**src/rtl/adec_pkg.sv**
```systemverilog
package adec_pkg;

  localparam int unsigned NUM_SLV = 5;
  localparam int unsigned AW      = 32;

  // Mask that keeps the address bits above a 2^lg byte span.
  function automatic logic [AW-1:0] span_mask(input int unsigned lg);
    logic [AW:0] low_ones;
    low_ones = ({{AW{1'b0}}, 1'b1} << lg) - {{AW{1'b0}}, 1'b1};
    return ~low_ones[AW-1:0];
  endfunction

  function automatic logic in_span(input logic [AW-1:0] a,
                                   input logic [AW-1:0] base,
                                   input int unsigned lg);
    return ((a ^ base) & span_mask(lg)) == '0;
  endfunction

  function automatic logic base_aligned(input logic [AW-1:0] base,
                                        input int unsigned lg);
    return (base & ~span_mask(lg)) == '0;
  endfunction

  function automatic logic [AW-1:0] map_base(input bit alt, input int unsigned idx);
    logic [AW-1:0] b;
    if (!alt) begin
      case (idx)
        0: b = 32'h0000_0000;
        1: b = 32'h4000_0000;
        2: b = 32'h8000_0000;
        3: b = 32'h9000_0000;
        default: b = 32'hF000_0000;
      endcase
    end else begin
      case (idx)
        0: b = 32'h0000_0000;
        1: b = 32'h8000_0000;
        2: b = 32'hC000_0000;
        3: b = 32'hD000_0000;
        default: b = 32'hE000_0000;
      endcase
    end
    return b;
  endfunction

  function automatic int unsigned map_log2(input bit alt, input int unsigned idx);
    int unsigned lg;
    if (!alt) begin
      case (idx)
        0: lg = 29;
        1: lg = 30;
        default: lg = 28;
      endcase
    end else begin
      case (idx)
        0: lg = 31;
        1: lg = 30;
        default: lg = 28;
      endcase
    end
    return lg;
  endfunction

endpackage

```
**src/rtl/adec_window.sv**
```systemverilog
module adec_window #(
  parameter logic [31:0] BASE = 32'h0,
  parameter int unsigned LOG2 = 12
) (
  input  logic [31:0] addr,
  output logic        hit
);
  import adec_pkg::*;

  // a base that is not a multiple of its span is a build error
  initial begin
    assert (base_aligned(BASE, LOG2))
      else $error("adec_window: base %h not aligned to 2^%0d", BASE, LOG2);
  end

  assign hit = in_span(addr, BASE, LOG2);

endmodule

```
**src/rtl/adec_resolve.sv**
```systemverilog
module adec_resolve #(
  parameter int unsigned N = 5
) (
  input  logic         valid,
  input  logic [N-1:0] raw_hit,
  input  logic         io_win,
  input  logic         cfg_win,
  output logic [N-1:0] sel_nxt,
  output logic         io_nxt,
  output logic         cfg_nxt,
  output logic         none_nxt
);
  logic [N-1:0] below;  // some lower-index slave already matched
  logic [N-1:0] pick;

  genvar i;
  generate
    for (i = 0; i < N; i++) begin : g_prio
      if (i == 0) begin : g_first
        assign below[i] = 1'b0;
      end else begin : g_rest
        assign below[i] = below[i-1] | raw_hit[i-1];
      end
      assign pick[i] = raw_hit[i] & ~below[i];
    end
  endgenerate

  logic ordinary;
  assign ordinary = valid & ~io_win;

  assign sel_nxt  = ordinary ? pick : '0;
  assign cfg_nxt  = valid & cfg_win;
  assign io_nxt   = valid & io_win & ~cfg_win;
  assign none_nxt = ordinary & (raw_hit == '0);

endmodule

```
**src/rtl/addr_window_decoder.sv**
```systemverilog
module addr_window_decoder #(
  parameter bit          ALT_MAP  = 1'b0,
  parameter logic [31:0] IO_BASE  = 32'hFFF0_0000,
  parameter int unsigned IO_LOG2  = 20,
  parameter logic [31:0] CFG_BASE = 32'hFFFF_F000,
  parameter int unsigned CFG_LOG2 = 12
) (
  input  logic                          clk,
  input  logic                          rst_n,
  input  logic                          req_valid,
  input  logic [31:0]                   req_addr,
  output logic [adec_pkg::NUM_SLV-1:0]  slv_sel,
  output logic                          io_hit,
  output logic                          cfg_hit,
  output logic                          no_slave
);
  import adec_pkg::*;

  localparam int unsigned NS = NUM_SLV;

  // Configuration window must sit wholly inside the I/O window
  initial begin
    assert (CFG_LOG2 <= IO_LOG2 && in_span(CFG_BASE, IO_BASE, IO_LOG2))
      else $error("addr_window_decoder: config window outside I/O window");
  end

  // Named internal events, brought out for the checker
  logic [NS-1:0] raw_hit;
  logic          io_win;
  logic          cfg_win;

  genvar s;
  generate
    for (s = 0; s < NS; s++) begin : g_slv
      localparam logic [31:0] SB = map_base(ALT_MAP, s);
      localparam int unsigned SL = map_log2(ALT_MAP, s);
      adec_window #(.BASE(SB), .LOG2(SL)) u_win (
        .addr (req_addr),
        .hit  (raw_hit[s])
      );
    end
  endgenerate

  adec_window #(.BASE(IO_BASE), .LOG2(IO_LOG2)) u_io_win (
    .addr (req_addr),
    .hit  (io_win)
  );

  adec_window #(.BASE(CFG_BASE), .LOG2(CFG_LOG2)) u_cfg_win (
    .addr (req_addr),
    .hit  (cfg_win)
  );

  logic [NS-1:0] sel_nxt;
  logic          io_nxt, cfg_nxt, none_nxt;

  adec_resolve #(.N(NS)) u_resolve (
    .valid    (req_valid),
    .raw_hit  (raw_hit),
    .io_win   (io_win),
    .cfg_win  (cfg_win),
    .sel_nxt  (sel_nxt),
    .io_nxt   (io_nxt),
    .cfg_nxt  (cfg_nxt),
    .none_nxt (none_nxt)
  );

  always_ff @(posedge clk) begin
    if (!rst_n) begin
      slv_sel  <= '0;
      io_hit   <= 1'b0;
      cfg_hit  <= 1'b0;
      no_slave <= 1'b0;
    end else begin
      slv_sel  <= sel_nxt;
      io_hit   <= io_nxt;
      cfg_hit  <= cfg_nxt;
      no_slave <= none_nxt;
    end
  end

endmodule

```
**config.mk**
```make
export PLATFORM = sky130hd
export DESIGN_NAME = addr_window_decoder
export DESIGN_NICKNAME = d
export VERILOG_FILES = /design/src/rtl/adec_pkg.sv /design/src/rtl/adec_window.sv /design/src/rtl/adec_resolve.sv /design/src/rtl/addr_window_decoder.sv
export SDC_FILE = /design/constraint.sdc
export NUM_CORES = 1
export LEC_CHECK = 0
export ABC_CLOCK_PERIOD_IN_PS = 900
export BUFFER_PORTS_ARGS = -buffer_cell sky130_fd_sc_hd__buf_2
export CORE_AREA = 10 10 47 49
export CTS_CLUSTER_SIZE = 20
export DETAILED_ROUTE_END_ITERATION = 12
export DIE_AREA = 0 0 57 59
export SYNTH_ARGS = -nofsm -noshare
export SYNTH_HDL_FRONTEND = slang
export SYNTH_SLANG_ARGS = --single-unit
```
**constraint.sdc**
```tcl
create_clock -name clk -period 0.9 [get_ports clk]
set_input_delay 0.27 -clock clk [delete_from_list [all_inputs] [get_ports clk]]
set_output_delay 0.27 -clock clk [all_outputs]
set_load 0.05 [all_outputs]
```
==> reports/qor.csv, run 1 <==
metric,value,unit
clk sinks,8,
Via density,4.21,
"non-filler cells, final",84,
H-tree Lvls,1,
CP max stage delay,330,ps
Pins Over Slew Limit,0,
post-route ant nets,0,
final hold vios,0,
drt pass-1 iters,2,
layout cell share with drive strength beyond 1,0.735,
Tot Pwr,745,uW
Pleak,0.284,nW
GRT Util Overall,0.0660,
Post-synth EDFFs,0,
Total Routed Length,1020,um
"Setup violations, final",8,
Avg Inst Size Synth,10.2,um^2
post-synthesis net count,64,
Post-synth ARST share,0,
status,"complete, but fails checks",
pwr dens,1190,nW/um^2
Worst Path Buf+Inv,1,
TritonCTS clock tree,built,
Yosys reg bits,8,
vias in the first global route,385,
Initial Util,0.212,
Worst Setup Path Type,reg -> out,
fin crit period,978,ps
Final period util,1.09,
first-pass GRT wire length,1680,um
Hold Crit Start,req_addr[28],
# hold bufs at CTS,0,
most frequent cells in the layout,"buf_2, dfxtp_2, buf_8",
core area,1400,um^2
worst hold stages,3,
DP Area,512,um^2
Die Y-Extent,59,um
# nets final,105,
largest net degree at the start of global routing,7,
RSZ-0062 raised after global routing,true,
Vias,354,
WL/cell,12.2,um
IO Port Bufs,30,
top_reg_cell synth,dfxtp_1,
ANT cells,0,
worst hold path endpoint,slv_sel[2],
critical path capture point type,primary output,
cell family with most CP delay,flip-flops,
worst rel slew slack,0.818,
synthesized cell area,297,um^2
initial DRC count,2,
Setup crit start kind,flop,
Placer Congestion,0.736,
Die Area,3360,um^2
antenna violations before repair,0,
grt ovf,0,
slew of the pin with the lowest slew margin,271,ps
layout overhead on the synthesized area,111,%
Num CTS Buffers,3,
Syn. warnings,0,
Setup Buffers After CTS,0,
post-route design area,624,um^2
post-synthesis sequential area ratio,0.540,
# IOs,43,
Root Buffer,clkbuf_4,
CP Data Arrival Time,710,ps
violated checks,negative setup slack,
placed insts,81,
Fmax achieved,1020,MHz
setup TNS,-586,ps
"Clk pin slew, worst setup/hold paths",50,ps
clock buffer depth,2,
Worst VDD drop,393,uV
die width,57,um
drc violations,0,
"most common cell after layout, fill and taps aside",buf_2,
number of max-cap violations,0,
Hold Path Class,in -> reg,
Synth Instances,29,
"slowest stage cell, crit path",dfxtp_2,
setup ws final,-78.0,ps
Yosys cell types,15,
CP max FO,1,
worst path cell trace,buf_8,
row count,14,
Worst EP required,630,ps
==> where the power goes <==
| group | switching, mW | internal, mW |
|---|---|---|
| Combinational | 0.0593 | 0.0718 |
| Clock | 0.0983 | 0.151 |
| Sequential | 0.00315 | 0.361 |
| Total | 0.161 | 0.584 |
==> routing by layer <==
layer	wire, um	global-route usage
met4	0	0.0805
met5	0	0
met3	64	0.0258
met2	533	0.0977
met1	423	0.0637
==> cell type report <==
class                   instances  area, um^2
multi-input cells              21         136
clock buffers                   3        22.5
repair buffers                 36         275
well taps                      16        20.0
flip-flops and latches          8         170
fillers                       148         777
==> state kept, by name, indices dropped and copies added, names as in the netlist <==
signal    cells
io_hit        1
no_slave      1
slv_sel       5
cfg_hit       1
==> timing repair <==
action / in CTS / in global routing
hold endpoints to repair: 0 / 0
endpoints found under the setup margin: 8 / 8
gates resized for setup: 32 / 0
==> worst max path at each step <==
stage / slack (ps) / cells after the start / end / from
finish: -80 / 1 / no_slave / no_slave
global route: -110 / 1 / slv_sel[3] / slv_sel[3]
CTS: -90 / 1 / no_slave / no_slave
detailed placement: -80 / 4 / cfg_hit / rst_n
global placement: -70 / 4 / cfg_hit / rst_n
floorplan: 40 / 0 / cfg_hit / cfg_hit
==> stage by stage <==
step / utilization / hold WS (ps) / worst slack, ps
finish: 0.446 / 311 / -78.0
global route: 0.446 / 315 / -110
CTS: 0.446 / 300 / -91.3
detailed placement: 0.365 / 569 / -84.7
global placement: 0.365 / 566 / -74.1
floorplan: - / 346 / 42.7
==> cells by family after synthesis <==
logic type	count (synthesis)	share of synthesized area
and+or+nand+nor	20	0.443
AOI/OAI and AO/OA	1	0.0169
DFF	8	0.540
==> cells in the mapped netlist (2+ instances only) <==
master	n	area, um^2
nand3_2	2	20.0
nand2_1	2	7.51
nor2_1	2	7.51
nor4_1	2	12.5
nand4_1	4	25.0
dfxtp_1	8	160
Power figures use the tool's default switching activity.
==> run 2, diff against run 1 <==
Settings changed: SKIP_CTS_REPAIR_TIMING from default to 1.
==> run 2 against run 1 <==
- the flow still finishes with violations (negative setup slack)
- clock power about the same
- routed wire length is 0.88% higher
- die area did not move
- via count increased by 0.56%
- sequential power is essentially flat
- total power down 0.39%
- non-clock buffer count is the same
- combinational power about the same
- largest cell class unchanged
==> reports/qor.csv, run 2 (synthesized netlist as in run 1, its figures left out) <==
metric,value,unit,change
number of max-cap violations,0,,unchanged
Flop pwr share,0.490,,was 0.489
# nets final,105,,unchanged
Fmax achieved,1020,MHz,about the same
Root Buffer,clkbuf_4,,unchanged
drt pass-1 iters,2,,unchanged
"non-filler cells, final",84,,unchanged
drc violations,0,,unchanged
Worst EP required,630,ps,about the same
pwr dens,1220,nW/um^2,was 1190 nW/um^2
layout cell share with drive strength beyond 1,0.735,,unchanged
net switching power,161,uW,about the same
clk sinks,8,,unchanged
Worst Path Buf+Inv,1,,unchanged
cell family with most CP delay,flip-flops,,unchanged
row count,14,,unchanged
number of flip-flops in the largest register,5,,unchanged
first-pass GRT wire length,1660,um,was 1680 um
Placer Congestion,0.736,,unchanged
worst path cell trace,buf_6,,was buf_8
vias in the first global route,378,,was 385
setup ws final,-79.1,ps,was -78.0 ps
Initial Util,0.212,,unchanged
H-tree Lvls,1,,unchanged
"slowest stage cell, crit path",dfxtp_2,,unchanged
"Setup violations, final",8,,unchanged
die width,57,um,unchanged
Final period util,1.09,,about the same
status,"complete, but fails checks",,unchanged
clock buffer depth,2,,unchanged
Pins Over Slew Limit,0,,unchanged
post-route ant nets,0,,unchanged
Total Routed Length,1030,um,was 1020 um
largest net degree at the start of global routing,7,,unchanged
Int Pwr,581,uW,was 584 uW
CP Data Arrival Time,710,ps,about the same
core area,1400,um^2,unchanged
clock share of power,0.337,,was 0.335
RSZ-0062 raised after global routing,true,,unchanged
Via density,4.24,,was 4.21
critical path capture point type,primary output,,unchanged
TritonCTS clock tree,built,,unchanged
Hold Path Class,in -> reg,,unchanged
"most common cell after layout, fill and taps aside",buf_2,,unchanged
Multi-input gate area,136,um^2,unchanged
post-route design area,609,um^2,was 624 um^2
final hold vios,0,,unchanged
# IOs,43,,unchanged
register area,170,um^2,unchanged
most frequent cells in the layout,"buf_2, dfxtp_2, buf_4",,"was buf_2, dfxtp_2, buf_8"
ANT cells,0,,unchanged
Die Area,3360,um^2,unchanged
Pleak,0.280,nW,was 0.284 nW
worst rel slew slack,0.816,,was 0.818
Worst VDD drop,392,uV,was 393 uV
violated checks,negative setup slack,,unchanged
initial DRC count,2,,unchanged
# fillers,148,,unchanged
slew of the pin with the lowest slew margin,274,ps,was 271 ps
fin crit period,979,ps,was 978 ps
layout overhead on the synthesized area,105,%,was 111%
grt ovf,0,,unchanged
Worst Setup Path Type,reg -> out,,unchanged
Tot Pwr,742,uW,was 745 uW
Vias,356,,was 354
WL/cell,12.3,um,was 12.2 um
CP max FO,1,,unchanged
DP Area,512,um^2,unchanged
sw frac,0.216,,about the same
Num CTS Buffers,3,,unchanged
IO Port Bufs,30,,unchanged
GRT Util Overall,0.0655,,was 0.0660
placed insts,81,,unchanged
Combinational Power Share,0.173,,was 0.176
setup TNS,-592,ps,was -586 ps
CP max stage delay,320,ps,was 330 ps
antenna violations before repair,0,,unchanged
Largest Register,slv_sel,,unchanged
Setup crit start kind,flop,,unchanged
Die Y-Extent,59,um,unchanged
"Clk pin slew, worst setup/hold paths",50,ps,about the same
run 2: changes by cell type in the layout (fill, tap and decap cells not counted):
cell,delta
buf_6,+4
buf_8,-4
run 2: final timing paths:
| check | start | end | slack (ps) | cells past startpoint |
|---|---|---|---|---|
| worst max-delay path | no_slave | no_slave | -80 | 1 |
| worst min-delay path | req_addr[31] | slv_sel[1] | 310 | 3 |
run 2: routing by layer:
metal | GRT usage | vias up | wire length (um)
li1 | - | 187 | -
met1 | 0.0637 | 157 | 444
met2 | 0.0977 | 12 | 533
met3 | 0.0236 | 0 | 53
met4 | 0.0805 | 0 | 0
met5 | 0 | - | 0
run 2: power groups by stage:
stage / clock (mW) / sequential [mW] / combinational [mW]
detailed placement: 0 / 0.368 / 0.122
global placement: 0 / 0.368 / 0.119
global route: 0.281 / 0.364 / 0.140
finish: 0.250 / 0.364 / 0.128
floorplan: 0 / 0.387 / 0.0184
CTS: 0.265 / 0.361 / 0.122
run 2: cell type report:
type / count / share of cell area
clock buffers: 3 / 0.0370
multi-input cells: 21 / 0.224
flip-flops and latches: 8 / 0.279
well taps: 16 / 0.0329
repair buffers: 36 / 0.427
run 2: through the flow:
step                       util  worst slack [ps]  hold WS, ps
after global routing      0.435              -115          311
after global placement    0.365             -74.1          566
after floorplan               -              42.7          346
final                     0.435             -79.1          311
after detailed placement  0.365             -84.7          569
after CTS                 0.381              -183          308
